==> src/rtl/ssd_pkg.sv <==
package ssd_pkg;
  localparam int INSTR_W     = 32;
  localparam int REG_IDX_W   = 5;
  localparam int MAX_REGS    = 4;
  localparam int MAX_ESZ_LOG = 3;
  localparam int NREG_W      = $clog2(MAX_REGS) + 1;
  localparam int LANE_W      = $clog2(16);
  localparam int ESZ_W       = $clog2(MAX_ESZ_LOG + 1);
  localparam int INC_W       = $clog2(MAX_REGS * (1 << MAX_ESZ_LOG)) + 1;
  localparam logic [4:0] FAMILY_CODE = 5'b00110;
  localparam logic [REG_IDX_W-1:0] IMM_SEL = '1;

  typedef struct packed {
    logic                 ok;
    logic                 unalloc;
    logic                 load;
    logic                 post;
    logic                 imm_inc;
    logic                 repl;
    logic [NREG_W-1:0]    nregs;
    logic [REG_IDX_W-1:0] vt;
    logic [REG_IDX_W-1:0] rn;
    logic [REG_IDX_W-1:0] rm;
    logic [LANE_W-1:0]    lane;
    logic [ESZ_W-1:0]     esize;
    logic [INC_W-1:0]     inc;
  } ssd_dec_t;
endpackage

==> src/rtl/ssd_lane_unit.sv <==
module ssd_lane_unit
  import ssd_pkg::*;
(
  input  logic              q_bit,
  input  logic              s_bit,
  input  logic [1:0]        op_hi,
  input  logic [1:0]        size,
  output logic [LANE_W-1:0] lane,
  output logic [ESZ_W-1:0]  esize,
  output logic              repl_form,
  output logic              size_bad
);
  always_comb begin
    lane      = '0;
    esize     = '0;
    repl_form = 1'b0;
    size_bad  = 1'b0;
    unique case (op_hi)
      2'b00: begin
        lane  = {q_bit, s_bit, size};
        esize = ESZ_W'(0);
      end
      2'b01: begin
        size_bad = size[0];
        lane     = {1'b0, q_bit, s_bit, size[1]};
        esize    = ESZ_W'(1);
      end
      2'b10: begin
        size_bad = size[1] | (size[0] & s_bit);
        if (!size[0]) begin
          lane  = {2'b00, q_bit, s_bit};
          esize = ESZ_W'(2);
        end else begin
          lane  = {3'b000, q_bit};
          esize = ESZ_W'(3);
        end
      end
      default: begin
        repl_form = 1'b1;
        esize     = ESZ_W'(size);
      end
    endcase
  end
endmodule

==> src/rtl/ssd_inc_unit.sv <==
module ssd_inc_unit
  import ssd_pkg::*;
(
  input  logic              sel_imm,
  input  logic [NREG_W-1:0] nregs,
  input  logic [ESZ_W-1:0]  esize,
  output logic [INC_W-1:0]  inc
);
  logic [INC_W-1:0] shifted [MAX_ESZ_LOG+1];

  for (genvar g = 0; g <= MAX_ESZ_LOG; g++) begin : g_shift
    assign shifted[g] = INC_W'(nregs) << g;
  end

  always_comb begin
    inc = '0;
    if (sel_imm) begin
      for (int k = 0; k <= MAX_ESZ_LOG; k++) begin
        if (esize == ESZ_W'(k)) inc = shifted[k];
      end
    end
  end
endmodule

==> src/rtl/ssd_legal.sv <==
module ssd_legal
  import ssd_pkg::*;
(
  input  logic [INSTR_W-1:0] word,
  input  logic               size_bad,
  input  logic               repl_form,
  output logic               single_ok,
  output logic               reserved
);
  logic fam_hit, single, post, load, r_bit, s_bit, off_zero, bad;

  always_comb begin
    fam_hit  = (word[31] == 1'b0) && (word[29:25] == FAMILY_CODE);
    single   = word[24];
    post     = word[23];
    load     = word[22];
    r_bit    = word[21];
    s_bit    = word[12];
    off_zero = (word[20:16] == '0);
    bad      = size_bad
             | (repl_form & (~load | s_bit))
             | (~post & ~off_zero);
    single_ok = fam_hit & single & ~bad;
    reserved  = fam_hit & ((single & bad) | (~single & r_bit));
  end
endmodule

==> src/rtl/ssd_top.sv <==
module ssd_top
  import ssd_pkg::*;
(
  input  logic                 clk,
  input  logic                 rst_n,
  input  logic                 in_vld,
  input  logic [31:0]          instr,
  output logic                 out_vld,
  output logic                 dec_ok,
  output logic                 unalloc,
  output logic                 is_load,
  output logic                 is_post,
  output logic                 use_imm_inc,
  output logic                 op_repl,
  output logic [2:0]           nregs,
  output logic [4:0]           vt,
  output logic [4:0]           rn,
  output logic [4:0]           rm,
  output logic [3:0]           lane,
  output logic [1:0]           esize,
  output logic [5:0]           inc_bytes
);
  logic [1:0] rst_sync;
  logic       rst_n_int;

  always_ff @(posedge clk or negedge rst_n) begin
    if (!rst_n) rst_sync <= 2'b00;
    else        rst_sync <= {rst_sync[0], 1'b1};
  end
  assign rst_n_int = rst_sync[1];

  logic [LANE_W-1:0] l_lane;
  logic [ESZ_W-1:0]  l_esize;
  logic              l_repl, l_bad;
  logic              single_ok, reserved;
  logic [NREG_W-1:0] raw_nregs;
  logic              sel_imm;
  logic [INC_W-1:0]  raw_inc;

  ssd_lane_unit u_lane (
    .q_bit(instr[30]), .s_bit(instr[12]), .op_hi(instr[15:14]),
    .size(instr[11:10]), .lane(l_lane), .esize(l_esize),
    .repl_form(l_repl), .size_bad(l_bad)
  );

  ssd_legal u_legal (
    .word(instr), .size_bad(l_bad), .repl_form(l_repl),
    .single_ok(single_ok), .reserved(reserved)
  );

  assign raw_nregs = {1'b0, instr[13], instr[21]} + NREG_W'(1);
  assign sel_imm   = instr[23] && (instr[20:16] == IMM_SEL);

  ssd_inc_unit u_inc (
    .sel_imm(sel_imm), .nregs(raw_nregs), .esize(l_esize), .inc(raw_inc)
  );

  ssd_dec_t dec_c, dec_d, dec_q;
  logic     vld_d, vld_q;

  always_comb begin
    dec_c = '0;
    dec_c.unalloc = reserved;
    if (single_ok) begin
      dec_c.ok      = 1'b1;
      dec_c.load    = instr[22];
      dec_c.post    = instr[23];
      dec_c.imm_inc = sel_imm;
      dec_c.repl    = l_repl;
      dec_c.nregs   = raw_nregs;
      dec_c.vt      = instr[4:0];
      dec_c.rn      = instr[9:5];
      dec_c.rm      = instr[20:16];
      dec_c.lane    = l_repl ? '0 : l_lane;
      dec_c.esize   = l_esize;
      dec_c.inc     = raw_inc;
    end
  end

  always_comb begin
    vld_d = in_vld;
    dec_d = dec_q;
    if (in_vld) dec_d = dec_c;
  end

  always_ff @(posedge clk or negedge rst_n_int) begin
    if (!rst_n_int) begin
      dec_q <= '0;
      vld_q <= 1'b0;
    end else begin
      dec_q <= dec_d;
      vld_q <= vld_d;
    end
  end

  assign out_vld     = vld_q;
  assign dec_ok      = dec_q.ok;
  assign unalloc     = dec_q.unalloc;
  assign is_load     = dec_q.load;
  assign is_post     = dec_q.post;
  assign use_imm_inc = dec_q.imm_inc;
  assign op_repl     = dec_q.repl;
  assign nregs       = dec_q.nregs;
  assign vt          = dec_q.vt;
  assign rn          = dec_q.rn;
  assign rm          = dec_q.rm;
  assign lane        = dec_q.lane;
  assign esize       = dec_q.esize;
  assign inc_bytes   = dec_q.inc;

  a_r10_exclusive: assert property (@(posedge clk) disable iff (!rst_n_int)
    !(dec_ok && unalloc));
  a_r10_inactive: assert property (@(posedge clk) disable iff (!rst_n_int)
    !dec_ok |-> (nregs == 0 && lane == 0 && inc_bytes == 0 && !is_load
                 && !is_post && !op_repl && !use_imm_inc));
  a_r2_count_range: assert property (@(posedge clk) disable iff (!rst_n_int)
    dec_ok |-> (nregs >= 3'd1 && nregs <= 3'd4));
  a_r6_repl_lane: assert property (@(posedge clk) disable iff (!rst_n_int)
    (dec_ok && op_repl) |-> (lane == 0 && is_load));
  a_r7_inc_amount: assert property (@(posedge clk) disable iff (!rst_n_int)
    use_imm_inc |-> (inc_bytes == (6'(nregs) << esize) && rm == 5'd31 && is_post));
  a_r11_vld_follow: assert property (@(posedge clk) disable iff (!rst_n_int)
    $rose(out_vld) |-> $past(in_vld));
  a_r11_hold: assert property (@(posedge clk) disable iff (!rst_n_int)
    !$past(in_vld) |-> ($stable(lane) && $stable(inc_bytes) && $stable(dec_ok)));
endmodule

==> config.mk <==
export PLATFORM = sky130hd
export DESIGN_NAME = ssd_top
export DESIGN_NICKNAME = d
export VERILOG_FILES = /design/src/rtl/ssd_pkg.sv /design/src/rtl/ssd_lane_unit.sv /design/src/rtl/ssd_inc_unit.sv /design/src/rtl/ssd_legal.sv /design/src/rtl/ssd_top.sv
export SDC_FILE = /design/constraint.sdc
export NUM_CORES = 1
export LEC_CHECK = 0
export BUFFER_PORTS_ARGS = -buffer_cell sky130_fd_sc_hd__buf_2
export CAP_MARGIN = 20
export CORE_ASPECT_RATIO = 0.9
export CORE_MARGIN = 5
export CORE_UTILIZATION = 51
export DETAILED_ROUTE_END_ITERATION = 10
export PLACE_DENSITY = 0.92
export SYNTH_ARGS = -nofsm -noshare
export SYNTH_HDL_FRONTEND = slang
export SYNTH_SLANG_ARGS = --single-unit
==> constraint.sdc <==
create_clock -name clk -period 2.4 [get_ports clk]
set_input_delay 0.24 -clock clk [delete_from_list [all_inputs] [get_ports clk]]
set_output_delay 0.24 -clock clk [all_outputs]
set_load 0.05 [all_outputs]
# [Word level (Yosys, flattened, before mapping)]
# Index checks and enable logic that the tools add are counted.
[totals] register_bits=39 latchBits=0 mem_bits_rw=0 romBits=0 input_bits=35 output_inout_bits=37 word_cells=62 n_memories=0
[op_classes] n_addsub=1 mul=0 n_div=0 n_lt_le_gt_ge=0 n_eq_ne=7 n_shift=0 mux=14 bitwise_logic=19 reduce_logical=6
[op_table] op="$mux 34" count=1
[op_table] op="$mux 6" count=4
[op_table] op="$pmux 4 s3" count=1
[op_table] op="$and 1x1->1" count=8
[op_table] op="$eq 2x2->1 const B" count=3
[op_table] op="$not 1->1" count=6
[op_table] op="$pmux 2 s3" count=1
[op_table] op="$eq 5x3->1 const B" count=1
[op_table] op="$eq 5x5->1 const B" count=1
[op_table] op="$logic_not 5->1" count=1
[op_table] op="$or 1x1->1" count=5
[op_table] op="$eq 2x1->1 const B" count=2
[op_table] op="$logic_not 2->1" count=2
[op_table] op="$mux 4" count=1
[op_table] op="$add 2x1->3 const B" count=1
[op_table] op="$mux 1" count=3
[op_table] op="$mux 3" count=1
[op_table] op="$reduce_or 3->1" count=1
[op_table] op="$logic_and 1x1->1" count=2
[op_table] op="$mux 2" count=1
[op_table] op="$pmux 1 s2" count=1

# [Depth between registers and ports, before layout]
[depth] depth_word=9 ltp_mapped=8 mapped_depth_nobuf=6

# [Modules after synthesis]
# Synthesis repeated with hierarchy kept, for this count alone.
[unflattened] cells_unflattened=206 hier_area_um2=1908.1
[modules_own_cells] mod="ssd_top" instances=1 cells_each=160 area_each_um2=1589.0 seq_area_each_um2=975.9
[modules_own_cells] mod="ssd_lane_unit" instances=1 cells_each=24 area_each_um2=173.9 seq_area_each_um2=0.0
[modules_own_cells] mod="ssd_legal" instances=1 cells_each=10 area_each_um2=76.3 seq_area_each_um2=0.0
[modules_own_cells] mod="ssd_inc_unit" instances=1 cells_each=12 area_each_um2=68.8 seq_area_each_um2=0.0

# [Worst setup path before layout]
# OpenSTA, ideal clock, no wires.
[synth_timing] kind="input to register" start="in instr[14]" end="reg dec_q, in the netlist inc_bytes[2]" setup_time_ns=0.129 arrival_time_ns=1.620 t_required_ns=2.271 slack_ns=0.652 stages=6 path_buffers=1 cell_sequence="ha_1 clkbuf_1 mux2_2 mux2_2 a32oi_1 o2bb2ai_1"
[synth_via] elab_chain_cells=9 word_cells_on_any_way=22 cone_classes="eq/ne: 5; mux: 9; bitwise: 5; reduce/logical: 3"
[synth_lines] item="start: declaration" line="ssd_top.sv:7" text="input logic [31:0] instr,"
[synth_lines] item="$eq 2x2->1, or another cell as far along" line="ssd_lane_unit.sv:18" text="unique case (op_hi)"
[synth_lines] item="$pmux 2 s3 / $reduce_or 3->1 (equally long branches)"
[synth_lines] item="$logic_not 2->1 / $mux 1 (equally long branches)" line="ssd_inc_unit.sv:19, ssd_lane_unit.sv:18"
[synth_lines] item="$mux 3 / $and 1x1->1 (equally long branches)" line="ssd_inc_unit.sv:19, ssd_legal.sv:21"
[synth_lines] item="$mux 6 / $or 1x1->1 (equally long branches)" line="ssd_inc_unit.sv:19, ssd_legal.sv:21"
[synth_lines] item="$mux 6 / $or 1x1->1 (equally long branches)" line="ssd_inc_unit.sv:19, ssd_legal.sv:22"
[synth_lines] item="$mux 6 / $not 1->1 (equally long branches)" line="ssd_inc_unit.sv:19, ssd_legal.sv:23"
[synth_lines] item="$mux 6 / $and 1x1->1 (equally long branches)" line="ssd_inc_unit.sv:17, ssd_legal.sv:23"
[synth_lines] item="$mux 34 (*)" line="ssd_top.sv:64" text="if (single_ok) begin"
[synth_lines] item="end signal: assignment" line="ssd_top.sv:88" text="dec_q <= '0;"
[synth_lines] item="end signal: assignment" line="ssd_top.sv:91" text="dec_q <= dec_d;"
[synth_lines] item="end: declaration" line="ssd_top.sv:58" text="ssd_dec_t dec_c, dec_d, dec_q;"
# Mark *: on every way between the ends. The rest lies on a longest branch, timed or not.
# A chain may end at the register's enable or synchronous reset.

# [Worst setup path after layout]
[layout_timing] start="in instr[14]" end="reg dec_q, in the netlist inc_bytes[1]"
# Same word-level chain as after synthesis.

==> impl_metrics.env <==
export IMPL_drc=0
export IMPL_fill_cells=260
export IMPL_area_growth_pct=26.7
export IMPL_ctsResizeCount=0
export IMPL_core_region_area_mm2=0.00338
export IMPL_grtUsageTotal=0.189
export IMPL_finish_utilization=0.674
export IMPL_fin_nets=263
export IMPL_drive_gt1_frac=0.399
export IMPL_ys_warnings_count=0
export IMPL_wl_per_cell_um=16.2
export IMPL_clk_latency_ns=0.29
export IMPL_setup_violations=0
export IMPL_power_leakage_nw=1.23
export IMPL_grt_pass1_vias=1442
export IMPL_ant_nets=0
export IMPL_path_class="input port to flop"
export IMPL_hold_start="in_vld"
export IMPL_rsz0062_at_grt="no"
export IMPL_critPathArrivalTime_ns=1.99
export IMPL_reg2reg_to="rm[1]"
export IMPL_reg2reg_depth=1
export IMPL_gp_congestion=0.783
export IMPL_hold_viol_final=0
export IMPL_min_path_type="input port to flop"
export IMPL_syn_nets=187
export IMPL_grt_pass1_wl_mm=7.01
export IMPL_finalWorstSetupSlack_ns=0.609
export IMPL_fin_crit_sh=0.746
export IMPL_hold_slack_ns=0.128
export IMPL_wl_mm=4.33
export IMPL_pin_count=72
export IMPL_start_util=0.532
export IMPL_reg2reg_from="rm[1]"
export IMPL_synth_avg_cell_area_um2=12.3
export IMPL_drtIter0Drc=90
export IMPL_fmax_ghz=0.558
export IMPL_required_ns=2.59
export IMPL_final_setup_tns_ns=0
export IMPL_dp_slack_ns=0.358
export IMPL_dp_cells=258
export IMPL_clk_path_buf_depth=2
export IMPL_drv_slew=0
export IMPL_dpl_hpwl_mm=3.10
export IMPL_synth_area_mm2=0.00180
export IMPL_critPathCaptureType="flop"
export IMPL_die_w_um=72.6
export IMPL_grt_overflow_total=0
export IMPL_holdPathStages=1
export IMPL_synthDistinctLibCells=35
export IMPL_numCtsBuffers=5
export IMPL_ys_ff_latch=39
export IMPL_synth_cells=146
export IMPL_dr_pass1_iters=4
export IMPL_cts_sinks=39
export IMPL_grt_max_degree=38
export IMPL_path_max_fanout=7
export IMPL_holdPathEnd="out_vld"
export IMPL_rrSetupSlack_ns=1.66
export IMPL_die_y_um=66.3
export IMPL_maxCapViolations=0
export IMPL_min_period_ns=1.79
export IMPL_vias=1484
export IMPL_ir_drop_uv=386
export IMPL_dieArea_mm2=0.00481
export IMPL_worst_setup_path_start_kind="input port"
export IMPL_cts_max_level=2
export IMPL_fin_skew_ns=0.00310
export IMPL_tritoncts="done"
export IMPL_rows=20
export IMPL_stdcell_count=267
export IMPL_final_cell_mix="buf_2 (71), dfrtp_1 (39), a22o_1 (25), inv_1 (8), o2bb2ai_1 (7)"
export IMPL_yosysSeqAreaShare=0.543
export IMPL_root_buffer="clkbuf_8"
export IMPL_antenna_found_initial=0
export IMPL_vias_per_cell=5.56
export IMPL_antenna_cells=0
export IMPL_path_clk_slew_ns=0.07
export IMPL_power_density_mw_per_mm2=539
export IMPL_place_port_buffers=71
export IMPL_outcome="complete, no violations"
export IMPL_final_common_cell="buf_2"
## routing by layer
layer / wire, um / vias to the layer above / global-route usage
met2: 1830 / 75 / 0.286
met5: 0 / - / 0
met4: 52 / 0 / 0.0484
met1: 2020 / 694 / 0.260
met3: 428 / 7 / 0.0638
li1: - / 708 / -
## cells in the mapped netlist
cell / count / area share
dfrtp_1: 39 / 0.54
a22o_1: 25 / 0.12
inv_1: 8 / 0.017
o2bb2ai_1: 7 / 0.034
a21oi_1: 6 / 0.017
ha_1: 6 / 0.042
nor2_1: 6 / 0.013
and3_1: 4 / 0.014
clkbuf_1: 4 / 0.0083
mux2_2: 4 / 0.025
nand2_1: 4 / 0.0083
nand3_1: 3 / 0.0083
o21ai_0: 3 / 0.0083
buf_8: 2 / 0.017
mux2i_1: 2 / 0.011
nand3b_1: 2 / 0.0083
nand4_1: 2 / 0.0070
o32ai_1: 2 / 0.0097
a2111oi_4: 1 / 0.015
a211oi_1: 1 / 0.0042
a21o_1: 1 / 0.0042
a221o_1: 1 / 0.0056
a221oi_1: 1 / 0.0049
a22oi_1: 1 / 0.0042
a31oi_1: 1 / 0.0035
a32oi_1: 1 / 0.0049
and2_1: 1 / 0.0035
buf_6: 1 / 0.0063
conb_1: 1 / 0.0021
nand2b_1: 1 / 0.0035
o21bai_1: 1 / 0.0042
o31ai_2: 1 / 0.0070
or3_1: 1 / 0.0035
or4_1: 1 / 0.0042
or4b_4: 1 / 0.0077
## report_power, final
group,switching [mW],total [mW],internal [mW],leakage (nW)
sequential,0.00105,0.661,0.660,0.538
clock,0.222,0.425,0.203,0.0412
combinational,0.0865,0.142,0.0550,0.652
## sequential cells by signal, summed over array words and instances (netlist names), 2 cells and up
| register | flops |
|---|---|
| inc_bytes | 6 |
| rm | 5 |
| rn | 5 |
| vt | 5 |
| lane | 4 |
| nregs | 3 |
| esize | 2 |
| rst_sync | 2 |
## metrics by stage
stage / total power, mW / area (um2)
floorplan: 0.753 / 1800
global placement: 0.809 / 2180
detailed placement: 0.813 / 2180
CTS: 1.24 / 2280
global route: 1.29 / 2280
finish: 1.23 / 2280
## worst max-delay path, stage by stage
cell and delay (ns):
buf_2 0.13, inv_1 0.08, ha_1 0.29, a22o_1 0.25, o21ai_0 0.31, nand4_1 0.38
o31ai_2 0.30
## cell families (layout without fill, tap and decap cells)
group	count (synthesis)	after routing	share of synthesized area
DFF	39	39	0.543
muxes	6	6	0.0362
AOI/OAI and AO/OA	53	53	0.248
adders and majority gates	6	6	0.0418
other	1	1	0.00209
buffers and inverters	15	92	0.0480
and+or+nand+nor	26	26	0.0807
## what timing repair did
| item | CTS | global route |
|---|---|---|
| buffers inserted | 0 | 0 |
| hold buffers | 1 | 0 |
| hold endpoints to repair | 2 | 0 |
| endpoints found under the setup margin | 0 | 0 |
## final cells by class
class / count / area [um2] / area share
sequential: 39 / 976 / 0.429
multi-input combinational: 92 / 736 / 0.323
timing repair buffer: 76 / 395 / 0.174
clock buffer: 6 / 72.6 / 0.0319
tap: 44 / 55.1 / 0.0242
inverter: 8 / 30.0 / 0.0132
clock inverter: 2 / 12.5 / 0.00549
## how the worst max path moves through the flow
stage	cells past startpoint	from	endpoint	slack (ns)
finish	7	instr[14]	inc_bytes[1]	0.61
global route	7	instr[14]	inc_bytes[1]	0.46
CTS	7	instr[14]	inc_bytes[1]	0.64
detailed placement	7	instr[14]	inc_bytes[1]	0.36
global placement	7	instr[14]	inc_bytes[1]	0.41
floorplan	6	instr[14]	inc_bytes[2]	0.65
No activity file was read; power rests on OpenSTA's default activity.
